<file path="src/rtl/dram_dec_pkg.sv">
package dram_dec_pkg;
  // bit positions inside a rule configuration word
  localparam int RW_EN   = 0;
  localparam int RW_ATTR = 1;
  localparam int ATTR_W  = 2;
  localparam int RW_MODE = 3;
  localparam int RW_LIM  = 4;

  localparam logic [ATTR_W-1:0] ATTR_DRAM = 2'd0;

  typedef enum logic {
    IDX_HASHED = 1'b0,
    IDX_LINE   = 1'b1
  } idx_mode_e;

  typedef enum logic {
    CFG_RULE = 1'b0,
    CFG_LIST = 1'b1
  } cfg_kind_e;
endpackage

</file>
<file path="src/rtl/dram_rule_bank.sv">
module dram_rule_bank
  import dram_dec_pkg::*;
#(
  parameter int NUM_RULES = 10,
  parameter int LIMIT_W   = 20,
  parameter int LIST_N    = 8,
  parameter int TGT_W     = 4,
  parameter int CFG_W     = 32,
  parameter int IDX_W     = 4
) (
  input  logic                                     clk,
  input  logic                                     rst_n,
  input  logic                                     cfg_we,
  input  logic                                     cfg_kind,
  input  logic [IDX_W-1:0]                         cfg_idx,
  input  logic [CFG_W-1:0]                         cfg_wdata,
  output logic [NUM_RULES-1:0]                     rule_en,
  output logic [NUM_RULES-1:0]                     rule_mode,
  output logic [NUM_RULES-1:0][ATTR_W-1:0]         rule_attr,
  output logic [NUM_RULES-1:0][LIMIT_W-1:0]        rule_lim,
  output logic [NUM_RULES-1:0][LIST_N-1:0][TGT_W-1:0] rule_list
);
  localparam int LIST_BITS = LIST_N * TGT_W;

  for (genvar g = 0; g < NUM_RULES; g++) begin : g_rule
    logic sel_rule;
    logic sel_list;
    assign sel_rule = cfg_we && (cfg_kind == CFG_RULE) && (cfg_idx == IDX_W'(g));
    assign sel_list = cfg_we && (cfg_kind == CFG_LIST) && (cfg_idx == IDX_W'(g));

    always_ff @(posedge clk) begin
      if (!rst_n) begin
        rule_en[g]   <= 1'b0;
        rule_mode[g] <= 1'b0;
        rule_attr[g] <= '0;
        rule_lim[g]  <= '0;
        rule_list[g] <= '0;
      end else begin
        if (sel_rule) begin
          rule_en[g]   <= cfg_wdata[RW_EN];
          rule_attr[g] <= cfg_wdata[RW_ATTR +: ATTR_W];
          rule_mode[g] <= cfg_wdata[RW_MODE];
          rule_lim[g]  <= cfg_wdata[RW_LIM +: LIMIT_W];
        end
        if (sel_list) begin
          rule_list[g] <= cfg_wdata[LIST_BITS-1:0];
        end
      end
    end
  end

  // a rule write to a valid index lands in that rule's enable
  p_rule_write_lands_r7: assert property (@(posedge clk) disable iff (!rst_n)
    (cfg_we && cfg_kind == CFG_RULE && cfg_idx < IDX_W'(NUM_RULES))
      |=> rule_en[$past(cfg_idx)] == $past(cfg_wdata[RW_EN]));

  // reset leaves every rule disabled
  p_reset_disables_r12: assert property (@(posedge clk)
    $past(!rst_n) |-> rule_en == '0);
endmodule

</file>
<file path="src/rtl/dram_rule_match.sv">
module dram_rule_match
  import dram_dec_pkg::*;
#(
  parameter int NUM_RULES = 10,
  parameter int ADDR_W    = 46,
  parameter int GRAN_LSB  = 26,
  parameter int LINE_LSB  = 6,
  parameter int HI_LSB    = 16,
  parameter int LIST_N    = 8,
  parameter int TGT_W     = 4,
  parameter int IDX_W     = 4
) (
  input  logic [ADDR_W-1:0]                            addr,
  input  logic [NUM_RULES-1:0]                         rule_en,
  input  logic [NUM_RULES-1:0]                         rule_mode,
  input  logic [NUM_RULES-1:0][ATTR_W-1:0]             rule_attr,
  input  logic [NUM_RULES-1:0][ADDR_W-GRAN_LSB-1:0]    rule_lim,
  input  logic [NUM_RULES-1:0][LIST_N-1:0][TGT_W-1:0]  rule_list,
  output logic                                         hit,
  output logic [IDX_W-1:0]                             rule,
  output logic [TGT_W-1:0]                             target,
  output logic [ATTR_W-1:0]                            attr
);
  localparam int LIMIT_W = ADDR_W - GRAN_LSB;
  localparam int SEL_W   = $clog2(LIST_N);

  logic [LIMIT_W-1:0]   blk;
  logic [NUM_RULES-1:0] in_range;
  logic [SEL_W-1:0]     sel;
  logic                 unused_addr;

  assign blk         = addr[ADDR_W-1:GRAN_LSB];
  assign unused_addr = ^addr;

  for (genvar g = 0; g < NUM_RULES; g++) begin : g_cmp
    assign in_range[g] = rule_en[g] && (blk <= rule_lim[g]);
  end

  // lowest-numbered covering rule wins
  always_comb begin
    hit  = 1'b0;
    rule = '0;
    for (int i = NUM_RULES - 1; i >= 0; i--) begin
      if (in_range[i]) begin
        hit  = 1'b1;
        rule = IDX_W'(i);
      end
    end
  end

  always_comb begin
    if (rule_mode[rule] == IDX_LINE)
      sel = addr[LINE_LSB +: SEL_W];
    else
      sel = addr[LINE_LSB +: SEL_W] ^ addr[HI_LSB +: SEL_W];
  end

  assign target = hit ? rule_list[rule][sel] : '0;
  assign attr   = hit ? rule_attr[rule] : '0;
endmodule

</file>
<file path="src/rtl/dram_target_decoder.sv">
module dram_target_decoder
  import dram_dec_pkg::*;
#(
  parameter int NUM_RULES = 10,
  parameter int ADDR_W    = 46,
  parameter int GRAN_LSB  = 26,
  parameter int LINE_LSB  = 6,
  parameter int HI_LSB    = 16,
  parameter int LIST_N    = 8,
  parameter int TGT_W     = 4,
  parameter int CFG_W     = 32,
  parameter int IDX_W     = $clog2(NUM_RULES)
) (
  input  logic              clk,
  input  logic              rst_n,
  input  logic              cfg_we,
  input  logic              cfg_kind,
  input  logic [IDX_W-1:0]  cfg_idx,
  input  logic [CFG_W-1:0]  cfg_wdata,
  input  logic              req_valid,
  output logic              req_ready,
  input  logic [ADDR_W-1:0] req_addr,
  output logic              res_valid,
  input  logic              res_ready,
  output logic              res_hit,
  output logic [IDX_W-1:0]  res_rule,
  output logic [TGT_W-1:0]  res_target,
  output logic [ATTR_W-1:0] res_attr
);
  localparam int LIMIT_W = ADDR_W - GRAN_LSB;

  logic [NUM_RULES-1:0]                         rule_en;
  logic [NUM_RULES-1:0]                         rule_mode;
  logic [NUM_RULES-1:0][ATTR_W-1:0]             rule_attr;
  logic [NUM_RULES-1:0][LIMIT_W-1:0]            rule_lim;
  logic [NUM_RULES-1:0][LIST_N-1:0][TGT_W-1:0]  rule_list;

  logic              hit_c;
  logic [IDX_W-1:0]  rule_c;
  logic [TGT_W-1:0]  target_c;
  logic [ATTR_W-1:0] attr_c;
  logic              take;

  dram_rule_bank #(
    .NUM_RULES(NUM_RULES), .LIMIT_W(LIMIT_W), .LIST_N(LIST_N),
    .TGT_W(TGT_W), .CFG_W(CFG_W), .IDX_W(IDX_W)
  ) u_bank (
    .clk(clk), .rst_n(rst_n),
    .cfg_we(cfg_we), .cfg_kind(cfg_kind), .cfg_idx(cfg_idx), .cfg_wdata(cfg_wdata),
    .rule_en(rule_en), .rule_mode(rule_mode), .rule_attr(rule_attr),
    .rule_lim(rule_lim), .rule_list(rule_list)
  );

  dram_rule_match #(
    .NUM_RULES(NUM_RULES), .ADDR_W(ADDR_W), .GRAN_LSB(GRAN_LSB),
    .LINE_LSB(LINE_LSB), .HI_LSB(HI_LSB), .LIST_N(LIST_N),
    .TGT_W(TGT_W), .IDX_W(IDX_W)
  ) u_match (
    .addr(req_addr),
    .rule_en(rule_en), .rule_mode(rule_mode), .rule_attr(rule_attr),
    .rule_lim(rule_lim), .rule_list(rule_list),
    .hit(hit_c), .rule(rule_c), .target(target_c), .attr(attr_c)
  );

  assign req_ready = !res_valid || res_ready;
  assign take      = req_valid && req_ready;

  always_ff @(posedge clk) begin
    if (!rst_n) begin
      res_valid  <= 1'b0;
      res_hit    <= 1'b0;
      res_rule   <= '0;
      res_target <= '0;
      res_attr   <= '0;
    end else if (take) begin
      res_valid  <= 1'b1;
      res_hit    <= hit_c;
      res_rule   <= rule_c;
      res_target <= target_c;
      res_attr   <= attr_c;
    end else if (res_ready) begin
      res_valid  <= 1'b0;
    end
  end

  // an accepted request is answered in the following cycle
  p_accept_answers_r10: assert property (@(posedge clk) disable iff (!rst_n)
    take |=> res_valid);

  // a stalled result keeps every field
  p_stall_holds_r11: assert property (@(posedge clk) disable iff (!rst_n)
    (res_valid && !res_ready) |=> (res_valid && $stable(res_hit) && $stable(res_rule)
                                   && $stable(res_target) && $stable(res_attr)));

  // a miss carries all-zero fields
  p_miss_zero_r8: assert property (@(posedge clk) disable iff (!rst_n)
    (res_valid && !res_hit) |-> (res_target == '0 && res_rule == '0 && res_attr == '0));

  // the matcher only ever reports an enabled rule
  p_match_enabled_r1: assert property (@(posedge clk) disable iff (!rst_n)
    hit_c |-> rule_en[rule_c]);

  // the reported rule's limit covers the address block
  p_match_in_range_r2: assert property (@(posedge clk) disable iff (!rst_n)
    hit_c |-> (req_addr[ADDR_W-1:GRAN_LSB] <= rule_lim[rule_c]));
endmodule

</file>
<file path="config.mk">
export PLATFORM = sky130hd
export DESIGN_NAME = dram_target_decoder
export DESIGN_NICKNAME = d
export VERILOG_FILES = /design/src/rtl/dram_dec_pkg.sv /design/src/rtl/dram_rule_bank.sv /design/src/rtl/dram_rule_match.sv /design/src/rtl/dram_target_decoder.sv
export SDC_FILE = /design/constraint.sdc
export NUM_CORES = 2
export LEC_CHECK = 0
export BUFFER_PORTS_ARGS = -buffer_cell sky130_fd_sc_hd__buf_2
export CAP_MARGIN = 20
export CORE_ASPECT_RATIO = 0.7
export CORE_UTILIZATION = 55
export DETAILED_ROUTE_END_ITERATION = 8
export GPL_TIMING_DRIVEN = 0
export PLACE_DENSITY = 0.81
export RECOVER_POWER = 100
export SETUP_SLACK_MARGIN = 0.05
export SKIP_LAST_GASP = 1
export SLEW_MARGIN = 30
export SYNTH_ARGS = -nofsm -noshare
export SYNTH_HDL_FRONTEND = slang
export SYNTH_HIERARCHICAL = 1
export SYNTH_SLANG_ARGS = --single-unit
</file>
<file path="constraint.sdc">
create_clock -name clk -period 6.4 [get_ports clk]
set_clock_uncertainty 0.1 [all_clocks]
set_input_delay 0.96 -clock clk [delete_from_list [all_inputs] [get_ports clk]]
set_output_delay 0.96 -clock clk [all_outputs]
set_load 0.1 [all_outputs]
</file>
* Word level (Yosys, flattened, before mapping)
Cells that the tools add are included.
** Cells by class
- Bitwise logic cells :: 2
- Reductions and logical operators :: 37
- Order comparisons :: 12
- Mux-type cells :: 33
- Equal/unequal tests :: 9
** Operators with widths (number)
- 20-bit <= comparator :: 10
- 32-bit binary-select mux with 4-bit select :: 1
- 4-bit two-way mux :: 12
- 1-bit logical AND :: 33
- 32-bit two-way mux :: 1
- 4-bit by 3-bit equality test with 1-bit output, second input constant :: 4
- 1-bit two-way mux :: 13
- 4-bit binary-select mux with 3-bit select :: 1
- 2-bit binary-select mux with 4-bit select :: 1
- 4-bit by 2-bit equality test with 1-bit output, second input constant :: 2
- 4-bit equality test, second input constant :: 2
- 4-bit by 5-bit less-than comparator with 1-bit output, second input constant :: 1
- 1-bit binary-select mux with 4-bit select :: 1
- 4-bit by 1-bit equality test with 1-bit output, second input constant :: 1
- 4-bit logical NOT :: 1
- 3-bit by 4-bit less-than comparator with 1-bit output, second input constant :: 1
- 2-bit two-way mux :: 2
- 3-bit two-way mux :: 1
- 3-bit bitwise XOR :: 1
- 2-bit nonzero test :: 1
- 1-bit logical NOT :: 1
- 1-bit logical OR :: 1
- 1-bit NOT :: 1
** Storage, ports and cells
- Flip-flop bits (word level) :: 572
- Logic and storage cells :: 218

* Logic depth before layout (Yosys ltp)
- Word-level depth :: 18
- Mapped depth :: 25
- Depth with buffers taken out :: 21

* Hierarchy
Netlist, hierarchy kept.
** By module, submodules not included
- dram_rule_bank :: sequential area each 11210.8 um^2, times used 1, area an instance 20075.5 um^2, cells each 1915
- dram_rule_match :: sequential area each 0.0 um^2, times used 1, area an instance 9130.0 um^2, cells each 1287
- dram_target_decoder :: sequential area each 240.2 um^2, times used 1, area an instance 486.7 um^2, cells each 52

* Worst setup path before layout
OpenSTA, ideal clock, no wires.
- Path kind :: input to register
- From :: in req_addr[31]
- To :: reg res_target[0]
- Stages :: 22
- Arrival :: 5.173 ns
- Required time :: 6.228 ns
- Setup slack :: 1.055 ns
- Cell sequence :: ha_1 and4_1 and4bb_1 a21boi_1 o41a_1 or2_1 a221o_1 a21o_1 buf_6 a211oi_2 a211oi_2 or2_4 a21o_1 buf_6 buf_12 mux2i_1 a2111oi_0 a21o_1 mux2i_1 a211oi_1 nand2_1 mux2i_1
** Between the ends
- Longest elaborated chain between the ends :: 18
** Ends and longest elaborated chain
- start, declared :: RTL line dram_target_decoder.sv:22 : input logic [ADDR_W-1:0] req_addr,
- 20-bit <= comparator :: RTL line dram_rule_match.sv:36 : assign in_range[g] = rule_en[g] && (blk <= rule_lim[g]);
- 1-bit logical AND :: RTL line dram_rule_match.sv:36
- 4-bit two-way mux (10 in a row) :: RTL line dram_rule_match.sv:44 : if (in_range[i]) begin
- 1-bit binary-select mux with 4-bit select :: RTL line dram_rule_match.sv:52 : if (rule_mode[rule] == IDX_LINE)
- 1-bit two-way mux (not written as such) :: RTL line dram_rule_match.sv:52
- 3-bit two-way mux :: RTL line dram_rule_match.sv:52
- 4-bit binary-select mux with 3-bit select :: RTL line dram_rule_match.sv:58 : assign target = hit ? rule_list[rule][sel] : '0;
- 4-bit two-way mux (not written as such) :: RTL line dram_rule_match.sv:58
- 4-bit two-way mux * :: RTL line dram_rule_match.sv:58
- net target_c[0] :: RTL line dram_target_decoder.sv:40 : logic [TGT_W-1:0] target_c;
- end signal, assigned :: RTL line dram_target_decoder.sv:79 : res_target <= target_c;
- end, declared :: RTL line dram_target_decoder.sv:27 : output logic [TGT_W-1:0] res_target,
The timed path passes the listed nets; every way through them passes the cells marked *. The select of a mux whose other input is x is not followed.
A chain may end at the register's enable or synchronous reset.

* Worst setup path after layout
- From :: in req_addr[43]
- To :: reg res_attr[1]
** Between the ends
- Longest elaborated chain between the ends :: 15
** Ends and longest elaborated chain
- 20-bit <= comparator :: RTL line dram_rule_match.sv:36
- 1-bit logical AND :: RTL line dram_rule_match.sv:36
- 4-bit two-way mux (10 in a row) :: RTL line dram_rule_match.sv:44
- 2-bit binary-select mux with 4-bit select :: RTL line dram_rule_match.sv:59 : assign attr = hit ? rule_attr[rule] : '0;
- 2-bit two-way mux (not written as such) :: RTL line dram_rule_match.sv:59
- 2-bit two-way mux * :: RTL line dram_rule_match.sv:59
- net attr_c[1] :: RTL line dram_target_decoder.sv:41 : logic [ATTR_W-1:0] attr_c;
- end signal, assigned :: RTL line dram_target_decoder.sv:80 : res_attr <= attr_c;
- end, declared :: RTL line dram_target_decoder.sv:28 : output logic [ATTR_W-1:0] res_attr
Marked as above.

==> out/results.ini <==
[placement]
dpl.cell_count=4052
portBuffers=77
hpwlAfterDp_um=75400
gp_routability_congestion=1.05

[synthesis]
synth_async_sr_flop_share_pct=0
synth-simple-area-share_pct=14.9
synthCells=3254
synth_top_family_by_area=multiplexers
synthXorXnorAreaFrac_pct=0.118
syn_nets=3542
ys_types=92
synth_edf_count=0
yosysSeqAreaShare_pct=38.6
synth_ff_type=dfxtp_1
synth_compound_area_share_pct=7.91
postSynthAreaPerCell_um2=9.12
syn-cell-area_um2=29700
ys_ff_latch=572
synthAdderAreaFrac_pct=8.43
synthMuxAreaShare_pct=23.7
ys_warn_count=6

[min_path]
min-delay-start=u_bank/rule_list[155]
min_to=u_bank/rule_list[155]
min_delay_path_depth=2
min_path_type=register to register

[worst_setup_path]
crit_type=input port to register
reg2reg_from=u_bank/rule_lim[159]
cp_data_required_time_ps=6860
cp.arrival_ps=6960
critical-path-max-stage-delay_ps=480
crit_path_top_delay_cell=a21boi_1
reg2regPathDepth=22
path_cells=clkbuf_4 > ha_1 > nand4_1 > and4bb_1 > and4_1 > o41ai_4 > o22a_1 > a221o_1 > a21o_1 > inv_1 > clkbuf_2 > clkbuf_4 > buf_2 > clkbuf_4 > mux2i_1 > nand2_1 > o21ai_0 > nand2_1 > o21ai_0 > a21boi_1 > nand2_1 > mux2i_1
ff2ff_setup_slack_ps=180
reg2reg_to=res_attr[1]
critPathMaxFanout=10
cp-end-kind=register
crit_start=req_addr[43]
cp-start-kind=input port

[sta]
hold_viol_final=0
fin_crit_sh_pct=102
setup_slack_ps=-99.2
slew_headroom_pct=13.3
maxSlewViolCount=0
setup_viol=3
tightest_slew_ps=1300
rsz0062_at_grt=true
min_period_ps=6500
fmax_mhz=154

[clock_network]
insertion_delay_ps=630
ctsHoldBuffers=0
clock_sinks=572
path_clk_slew_ps=70
cts_buffers=55
cts_tree=done
htreeDepth=2
cts_buffer_depth=3
cts-root-buf=clkbuf_16

[power]
powerDensity_nw_per_um2=235
power_leakage_nw=13.8
p_total_mw=7.77
irDropWorstVdd_v=0.000188

[floorplan]
die_y_um=196
die_area_um2=54900
die_width_um=280
top_level_ports=101
rows=70
initial_utilization_pct=56.3
coreArea_um2=52700

[grt]
grt_pass1_vias=24000
grt_pass1_wl_um=153000
grt_max_degree=20
antenna_found_initial=8
grt-ovfl-total=0
track_usage_pct=37.6

[drt]
drtIter0Drc=3379
drt-pass1-iter-count=6
drtAntennaViolNets=0
routedWlPerCell_um=25.4
routed_via_density=6.18
wirelength_um=106000
dr_total_vias=25800
drc=0

[finish]
area_delta_synth_final_pct=11.4
finalNetCount=3685
final_cell_mix=741 x nand2_1, 677 x mux2i_1, 572 x dfxtp_1
final_common_cell=nand2_1
utilization_pct=62.7
fin_cells=4165
drive_gt1_share_pct=9.29
fill_cells=4424

[status]
violations=negative setup slack
status=complete, but fails checks

[job]
cap_violations=0

==> logic make-up after synthesis <==
family          after synthesis
compound gates              344
xor+xnor                      4
fa+ha+maj                   200
buf+inv                     435
flops                       572
mux                         699
simple gates               1000
==> repair_timing <==
action / CTS / global route
resized for setup: 13 / 39
gates cloned: 0 / 0
pin swaps: 2 / 3
hold endpoints to repair: 0 / 0
endpoints found under the setup margin: 6 / 6
buffers inserted: 2 / 7
==> report_power, final <==
group | internal [mW] | switching [mW] | leakage [nW]
clock | 1.94 | 1.48 | 0.914
sequential | 3.59 | 0.0147 | 4.61
combinational | 0.207 | 0.545 | 8.23
total | 5.73 | 2.04 | 13.8
==> critical path: cells and delay by family <==
family | cells | cell delay [ps]
buffers and inverters | 6 | 2110
muxes | 2 | 260
and+or+nand+nor | 6 | 1420
AOI/OAI and AO/OA | 7 | 1790
adders and majority gates | 1 | 360
==> stage by stage <==
stage               hold WS, ps  TNS, ps  instance area [um2]  setup slack, ps
finish                      355     -178                33100            -99.2
global route                369        0                33100             37.6
CTS                         355    -52.7                32900            -39.9
detailed placement          345    -8680                31000            -1620
global placement            338   -10600                31000            -1820
floorplan                   330        0                29700             1050
==> area by class of cell <==
class,count,area (um2),share of cell area (%)
plain buffers,228,1170,3.53
inverters,206,779,2.36
repair buffers,87,474,1.43
clock buffers,86,1650,5.00
flip-flops and latches,572,11500,34.6
multi-input cells,2247,16400,49.7
clock inverters,17,213,0.643
well taps,720,901,2.72
diodes,2,5.00,0.0151
==> synthesized netlist by cell type, drive strengths merged (6+ instances only) <==
cell	instances	area share, %
a2111oi	6	0.30
a211oi	42	1.2
a21boi	12	0.30
a21o	15	0.38
a21oi	109	1.8
a221o	6	0.20
a221oi	8	0.26
a22oi	6	0.15
a31oi	12	0.25
and2	36	0.77
and3	9	0.19
and4	14	0.42
and4bb	7	0.29
buf	109	2.3
clkbuf	120	1.5
dfxtp	572	39
ha	200	8.4
inv	206	2.6
mux2	22	0.86
mux2i	677	23
nand2	744	9.4
nand2b	6	0.15
nand3	53	0.89
nand4	39	0.82
nor2	36	0.46
nor2b	23	0.48
nor3	11	0.24
o2111ai	8	0.24
o211ai	21	0.53
o21a	7	0.18
o21ai	49	0.83
==> state kept, by name (all words and copies together) (netlist names) <==
register          cells
res_attr              2
res_hit               1
res_rule              4
res_target            4
res_valid             1
u_bank/rule_attr     20
u_bank/rule_en       10
u_bank/rule_lim     200
u_bank/rule_list    320
u_bank/rule_mode     10
==> worst max path at each step <==
stage | cells after the start | to
final | 22 | res_attr[1]
after global routing | 25 | res_target[2]
after CTS | 24 | res_target[2]
after detailed placement | 22 | res_target[2]
after global placement | 21 | res_target[0]
after floorplan | 22 | res_target[0]
==> layer usage <==
layer	vias up	wire, um	track usage, %
met5	-	49	0.707
met4	4	3580	12.3
met3	271	17500	15.2
met2	1720	40400	50.6
met1	12300	44000	53.5
li1	11400	-	-
Note: power is estimated with default switching activity, not from simulation.
